File: src/rtl/bar_dec_pkg.sv
package bar_dec_pkg;

    localparam int ADDR_W      = 32;
    localparam int CMD_W       = 16;
    localparam int CMD_IO_BIT  = 0;
    localparam int CMD_MEM_BIT = 1;
    localparam int ROM_EN_BIT  = 0;

    localparam logic [ADDR_W-1:0] IO_SPACE_TOP = 32'h0001_0000;

    typedef logic [ADDR_W-1:0] addr_t;

    typedef struct packed {
        logic  valid;
        addr_t base;
        addr_t last;
    } region_t;

    function automatic logic addr_inside(region_t r, addr_t a);
        return r.valid && (a >= r.base) && (a <= r.last);
    endfunction

endpackage

File: src/rtl/bar_region_eval.sv
module bar_region_eval
    import bar_dec_pkg::*;
(
    input  addr_t   raw,
    input  addr_t   size,
    input  logic    is_io,
    input  logic    is_rom,
    input  logic    io_en,
    input  logic    mem_en,
    output region_t region
);

    addr_t masked;
    addr_t end_addr;
    logic  en_ok;
    logic  bounds_ok;
    logic  ok;

    always_comb begin
        masked   = raw & ~(size - addr_t'(1));
        end_addr = masked + size - addr_t'(1);
        en_ok    = is_io ? io_en : (mem_en && (!is_rom || raw[ROM_EN_BIT]));
        bounds_ok = (masked != '0) && (end_addr > masked) &&
                    (is_io ? (end_addr < IO_SPACE_TOP) : (end_addr != '1));
        ok = (size != '0) && en_ok && bounds_ok;
        region.valid = ok;
        region.base  = ok ? masked   : '0;
        region.last  = ok ? end_addr : '0;
    end

endmodule

File: src/rtl/bar_hit_select.sv
module bar_hit_select
    import bar_dec_pkg::*;
#(
    parameter int NREG  = 7,
    parameter int IDX_W = $clog2(NREG)
) (
    input  region_t          regions [NREG],
    input  logic [NREG-1:0]  reg_is_io,
    input  logic             req,
    input  logic             req_is_io,
    input  addr_t            req_addr,
    output logic             found,
    output logic [IDX_W-1:0] found_idx
);

    logic [NREG-1:0] claim;

    genvar g;
    generate
        for (g = 0; g < NREG; g++) begin : g_claim
            assign claim[g] = req && (reg_is_io[g] == req_is_io) &&
                              addr_inside(regions[g], req_addr);
        end
    endgenerate

    // scan from the top so the lowest claiming index is the one kept
    always_comb begin
        found     = 1'b0;
        found_idx = '0;
        for (int i = NREG - 1; i >= 0; i--) begin
            if (claim[i]) begin
                found     = 1'b1;
                found_idx = IDX_W'(i);
            end
        end
    end

endmodule

File: src/rtl/bar_window_decoder.sv
module bar_window_decoder
    import bar_dec_pkg::*;
#(
    parameter int NUM_BARS = 6,
    localparam int NREG    = NUM_BARS + 1,
    localparam int IDX_W   = $clog2(NREG)
) (
    input  logic                     clk,
    input  logic                     rst,
    input  logic [CMD_W-1:0]         cmd_reg,
    input  logic [NUM_BARS*32-1:0]   bar_raw,
    input  logic [NUM_BARS*32-1:0]   bar_size,
    input  logic [NUM_BARS-1:0]      bar_is_io,
    input  logic [31:0]              rom_raw,
    input  logic [31:0]              rom_size,
    input  logic                     txn_valid,
    input  logic                     txn_is_io,
    input  logic [31:0]              txn_addr,
    output logic [NREG-1:0]          map_valid,
    output logic [NREG*32-1:0]       map_base,
    output logic [NREG-1:0]          map_changed,
    output logic                     hit_valid,
    output logic [IDX_W-1:0]         hit_idx
);

    region_t         fresh   [NREG];
    region_t         held    [NREG];
    logic [NREG-1:0] fresh_io;
    logic [NREG-1:0] held_io;
    logic            sel_found;
    logic [IDX_W-1:0] sel_idx;

    genvar g;
    generate
        for (g = 0; g < NREG; g++) begin : g_region
            if (g < NUM_BARS) begin : g_bar
                assign fresh_io[g] = bar_is_io[g];
                bar_region_eval u_eval (
                    .raw    (bar_raw[g*32 +: 32]),
                    .size   (bar_size[g*32 +: 32]),
                    .is_io  (bar_is_io[g]),
                    .is_rom (1'b0),
                    .io_en  (cmd_reg[CMD_IO_BIT]),
                    .mem_en (cmd_reg[CMD_MEM_BIT]),
                    .region (fresh[g])
                );
            end else begin : g_rom
                assign fresh_io[g] = 1'b0;
                bar_region_eval u_eval (
                    .raw    (rom_raw),
                    .size   (rom_size),
                    .is_io  (1'b0),
                    .is_rom (1'b1),
                    .io_en  (cmd_reg[CMD_IO_BIT]),
                    .mem_en (cmd_reg[CMD_MEM_BIT]),
                    .region (fresh[g])
                );
            end

            always_ff @(posedge clk) begin
                if (rst) begin
                    held[g]        <= '0;
                    map_changed[g] <= 1'b0;
                end else begin
                    held[g]        <= fresh[g];
                    map_changed[g] <= (fresh[g].valid != held[g].valid) ||
                                      (fresh[g].base  != held[g].base);
                end
            end

            assign map_valid[g]         = held[g].valid;
            assign map_base[g*32 +: 32] = held[g].base;
        end
    endgenerate

    always_ff @(posedge clk) begin
        if (rst) begin
            held_io <= '0;
        end else begin
            held_io <= fresh_io;
        end
    end

    bar_hit_select #(.NREG(NREG), .IDX_W(IDX_W)) u_select (
        .regions   (held),
        .reg_is_io (held_io),
        .req       (txn_valid),
        .req_is_io (txn_is_io),
        .req_addr  (txn_addr),
        .found     (sel_found),
        .found_idx (sel_idx)
    );

    always_ff @(posedge clk) begin
        if (rst) begin
            hit_valid <= 1'b0;
            hit_idx   <= '0;
        end else begin
            hit_valid <= sel_found;
            hit_idx   <= sel_idx;
        end
    end

endmodule

File: config.mk
export PLATFORM = sky130hd
export DESIGN_NAME = bar_window_decoder
export DESIGN_NICKNAME = d
export VERILOG_FILES = /design/src/rtl/bar_dec_pkg.sv /design/src/rtl/bar_region_eval.sv /design/src/rtl/bar_hit_select.sv /design/src/rtl/bar_window_decoder.sv
export SDC_FILE = /design/constraint.sdc
export NUM_CORES = 2
export LEC_CHECK = 0
export ABC_AREA = 1
export BUFFER_PORTS_ARGS = -buffer_cell sky130_fd_sc_hd__buf_2
export CORE_MARGIN = 8
export CORE_UTILIZATION = 56
export DETAILED_ROUTE_END_ITERATION = 10
export GPL_ROUTABILITY_DRIVEN = 0
export GPL_TIMING_DRIVEN = 1
export HOLD_SLACK_MARGIN = 0.08
export PLACE_DENSITY = 0.8
export SYNTH_ARGS = -nofsm -noshare
export SYNTH_HDL_FRONTEND = slang
export SYNTH_SLANG_ARGS = --single-unit
File: constraint.sdc
create_clock -name clk -period 5.3 [get_ports clk]
set_input_delay 0.53 -clock clk [delete_from_list [all_inputs] [get_ports clk]]
set_output_delay 0.53 -clock clk [all_outputs]
set_load 0.01 [all_outputs]
==> results of run 1 <==
-- cell families after synthesis --
logic type	after synthesis
compound gates	1271
xor+xnor	46
fa+ha+maj	1018
buf+inv	2339
flops	472
mux	4
simple gates	5795
-- through the flow --
step / utilization, % / setup TNS, ns / hold WS, ns / std cells / instance area, um2
floorplan: - / -0.00881 / 0.584 / 10945 / 64300
global placement: 73.2 / -146.99 / 0.763 / 14928 / 83500
detailed placement: 73.2 / -217.80 / 0.755 / 14928 / 83500
CTS: 75.8 / 0 / 0.145 / 15062 / 86500
-- repair_timing --
item / in CTS
setup buffers: 27
pin swaps: 47
gates resized for setup: 207
endpoints found under the hold margin: 0
setup endpoints to repair: 92
gates cloned: 5
-- routing by layer --
metal,GRT usage [%],overflow
met1,73.7,37
met2,89.2,482
met3,67.6,50
met4,73.6,281
met5,41.5,5
==> flow_summary.ini, run 1 <==
[outcome]
run_status = did not finish
flow.stopped_at = global routing (5_1_grt)
toolErrorMsg = [ERROR GRT-0232] Routing congestion too high. Check the congestion heatmap in the GUI.

[sta]
grt_worst_setup_endpoint = map_changed[5]$_SDFF_PP0_/D
endpoint_type = register data pin

[logic_synthesis]
synth_edf_count = 0
synth.lib_cells_used.distinct = 69
yosys.area.top_type = sky130_fd_sc_hd__ha_1
post_synthesis_compound_gate_area_fraction_pct = 10.9
synthMostInstantiatedCell = sky130_fd_sc_hd__nand2_1
synth.cells.most_frequent = 2791 x sky130_fd_sc_hd__nand2_1, 1952 x sky130_fd_sc_hd__inv_1, 1559 x sky130_fd_sc_hd__nor2_1, 1011 x sky130_fd_sc_hd__ha_1, 707 x sky130_fd_sc_hd__nand3_1
post_synth_xor_area_fraction_pct = 0.627
postSynthCellCount = 10945
synth_largest_type_area_fraction_pct = 19.7
yosysWarningCount = 0
synth_area_um2 = 64300
synth.yosys.seq_area_share_pct = 14.7
postSynthAreaPerCell_um2 = 5.87
synth.mux.area_fraction_pct = 0.0623
dominant_combinational_cell_family_by_area_after_synthesis = simple AND/OR/NAND/NOR gates
syn-num-nets = 12469
synth_area_leaders = sky130_fd_sc_hd__ha_1 20%, sky130_fd_sc_hd__nand2_1 16%, sky130_fd_sc_hd__dfxtp_1 15%
asyncSetResetFlopFracSynth_pct = 0
yosys_register_bits = 472
synth_fa_ha_area_share_pct = 19.9
postSynth.topFlopCell = sky130_fd_sc_hd__dfxtp_1
post_synth_and_or_nand_nor_area_fraction_pct = 38.4

[clock_network]
clock-sinks = 472
numCtsBuffers = 55
htree_num_levels = 2
clock_tree.root_cell = sky130_fd_sc_hd__clkbuf_16
cts_hold_buf = 0
cts.path.max_buffers = 3

[global_route]
globalRouteOverflowTotal = 855
largest_net_degree_at_the_start_of_global_routing = 47
globalRouteTotalUtil_pct = 75.8

[die]
floorplan.initialDensity_pct = 56.3
height_of_the_die_um = 355
x_dimension_of_the_die_um = 355
placementRows = 124
io_pins = 748

[place]
dp_slack_ns = -1.08
hpwl_mm = 248
io_buffers = 733
==> run 2: changes to the inputs <==
--- a/config.mk
+++ b/config.mk
@@ -8,12 +8,11 @@
 export ABC_AREA = 1
 export BUFFER_PORTS_ARGS = -buffer_cell sky130_fd_sc_hd__buf_2
 export CORE_MARGIN = 8
-export CORE_UTILIZATION = 56
+export CORE_UTILIZATION = 40
 export DETAILED_ROUTE_END_ITERATION = 10
 export GPL_ROUTABILITY_DRIVEN = 0
 export GPL_TIMING_DRIVEN = 1
-export HOLD_SLACK_MARGIN = 0.08
-export PLACE_DENSITY = 0.8
+export PLACE_DENSITY_LB_ADDON = 0.15
 export SYNTH_ARGS = -nofsm -noshare
 export SYNTH_HDL_FRONTEND = slang
 export SYNTH_SLANG_ARGS = --single-unit
==> constraint.sdc (replaced) <==
create_clock -name clk -period 6.9 [get_ports clk]
set_input_delay 0.69 -clock clk [delete_from_list [all_inputs] [get_ports clk]]
set_output_delay 0.69 -clock clk [all_outputs]
set_load 0.01 [all_outputs]
==> run 2 against run 1 <==
Compared with the run above:
- the flow now finishes without violations
- synthesized area stayed put
- synthesized cell count stayed put
==> flow_summary.ini, run 2 <==
[outcome]
run_status = completed

[clock_network]
clock-sinks = 472
clk_latency_ns = 0.68
htree_num_levels = 3
clock_tree.root_cell = sky130_fd_sc_hd__clkbuf_16
clock_tree_from_tritoncts = built
cts_resized = 0
cts.path.max_buffers = 3
clkSlewWorstSetupHoldPaths_ns = 0.05
cts_hold_buf = 0
numCtsBuffers = 68
post-cts-setup-buffer-count = 0

[global_route]
largest_net_degree_at_the_start_of_global_routing = 93
globalRouteOverflowTotal = 0
grt_antenna_before_repair = 49
grt_pass1_vias = 70836
globalRouteTotalUtil_pct = 32.1
wire_length_of_the_first_global_routing_pass_mm = 429

[critical_path]
required_ns = 7.43
criticalPathCategory = input port to flip-flop
crit_fanout = 22
cpMaxStageDelayCell = sky130_fd_sc_hd__ha_1
path_common_cell = sky130_fd_sc_hd__nand2_1
timing.critical_path.slowest_cell_delay_ns = 0.34
timing.critical_path.to_type = flip-flop
cp.arrival_ns = 6.97
start_kind = input port

[logic_synthesis]
syn-num-nets = 12469
synth.lib_cells_used.distinct = 69
synth_largest_type_area_fraction_pct = 19.7
yosys.area.top_type = sky130_fd_sc_hd__ha_1
synth_area_leaders = sky130_fd_sc_hd__ha_1 20%, sky130_fd_sc_hd__nand2_1 16%, sky130_fd_sc_hd__dfxtp_1 15%
postSynth.topFlopCell = sky130_fd_sc_hd__dfxtp_1
synth.yosys.seq_area_share_pct = 14.7
postSynthAreaPerCell_um2 = 5.87
synth_edf_count = 0
yosys_register_bits = 472
synthMostInstantiatedCell = sky130_fd_sc_hd__nand2_1
yosysWarningCount = 0
asyncSetResetFlopFracSynth_pct = 0
synth_area_um2 = 64300
postSynthCellCount = 10945
synth.cells.most_frequent = 2791 x sky130_fd_sc_hd__nand2_1, 1952 x sky130_fd_sc_hd__inv_1, 1559 x sky130_fd_sc_hd__nor2_1, 1011 x sky130_fd_sc_hd__ha_1, 707 x sky130_fd_sc_hd__nand3_1

[sta]
setup_violations = 0
period_minus_slack_ns = 6.44
hold_viol_final = 0
maxSlewHeadroom_pct = 24.5
finalHoldWorstSlack_ns = 0.332
timing_worst_slew_pin_value_ns = 1.13
finalSetupTns_ns = 0
fin_skew_ns = 0.0406
rsz0062_at_grt = yes
final_worst_path_cycle_share_pct = 93.4
drv_slew = 0
fmaxAchievable_ghz = 0.155

[place]
detailed_place.area_um2 = 72200
hpwl_mm = 245
io_buffers = 733
post-place-cells = 13926

[flow_run]
drv_cap = 0

[power]
vdd.ir_drop.worst_mv = 0.174
power.density_cell_area_nw_per_um2 = 176
p_int_uw = 7320
share_seq_of_total_power_pct = 22.4
sw_share_pct = 44.1
share_clk_of_total_power_pct = 28.2
leakage_dissipation_uw = 0.0400
combPwrFrac_pct = 49.5
p_switching_uw = 5780

[routing]
post_drt_wl_per_cell_um = 20.9
postRouteWirelength_mm = 294
drt_pre_antenna_iters = 9
drt_initial_violations = 7030
route.detailed.vias_per_inst = 5.36
vias = 75457
antenna_violating_nets_post_route = 0
route.detailed.drc = 0

[die]
floorplan.initialDensity_pct = 40.2
placementRows = 147
x_dimension_of_the_die_um = 417
io_pins = 748
fp.dieArea_um2 = 174000
core_area_um2 = 160000
height_of_the_die_um = 417

[final_layout]
final_layout_size_suffix_gt1_share_pct = 13.0
layout_common_cells = 2790 x sky130_fd_sc_hd__nand2_1, 1951 x sky130_fd_sc_hd__inv_1, 1558 x sky130_fd_sc_hd__nor2_1
post-route-cell-area_um2 = 74600
area_growth_pct = 16.1
finish.cell_count_without_fillers = 14077
post-route-util_pct = 46.6
nNetsFinal = 13434
layout.cells.most_common = sky130_fd_sc_hd__nand2_1

[worst_hold_path]
hold_path.class = input port to flip-flop
run 2: cells by family after synthesis:
family,Yosys count,synth area share (%)
AOI/OAI and AO/OA,1271,10.9
xor gates and xnor gates,46,0.627
adders and majority gates,1018,19.9
buffers and inverters,2339,15.4
DFF,472,14.7
muxes,4,0.0623
and+or+nand+nor,5795,38.4
run 2: power by group through the flow:
stage               registers (uW)  clock network [uW]  logic (uW)
global route                  2940                3860        7240
detailed placement            2980                   0        6320
floorplan                     2960                   0        4110
global placement              2980                   0        6190
CTS                           2930                3750        6360
finish                        2930                3690        6480
run 2: final cells by class:
| class | count | area (um2) |
|---|---|---|
| Sequential cell | 472 | 9450 |
| Antenna cell | 29 | 72.6 |
| Clock buffer | 93 | 1930 |
| Inverter | 1985 | 7450 |
| Clock inverter | 29 | 359 |
| Tap cell | 2086 | 2610 |
| Fill cell | 17259 | 85400 |
| Multi-Input combinational cell | 8134 | 45000 |
| Timing Repair Buffer | 1249 | 7750 |
run 2: per-layer routing:
layer	vias to the layer above	global-route usage [%]	wire, um
met3	813	6.03	25000
met2	3348	52.0	129000
met4	20	22.1	23700
li1	37035	-	-
met1	34241	38.3	116000
met5	-	0	130
run 2: through the flow:
step	total power, uW	setup slack [ns]
2_1_floorplan	7070	1.32
3_3_place_gp	9170	-0.248
3_5_place_dp	9300	-0.263
4_1_cts	13000	0.422
5_1_grt	14000	-0.0201
6_report	13100	0.456
run 2: worst paths after layout:
check	endpoint	startpoint	slack, ns	cells past startpoint
worst min register to register	hit_idx[0]	map_valid[0]	0.70	3
worst max register to register	hit_idx[2]	map_base[196]	3.59	11
worst min-delay path	held_io[5]	bar_is_io[5]	0.33	3
worst max-delay path	map_changed[4]	bar_size[128]	0.46	42
run 2: worst max-delay path, delay by kind of cell:
kind,cells,cell delay (ns)
AND/OR/NAND/NOR,28,3.49
adder cells (fa/ha/maj),4,1.21
AO/OA/AOI/OAI,4,0.90
buffers and inverters,6,0.67
No activity file was read; power rests on OpenSTA's default activity.
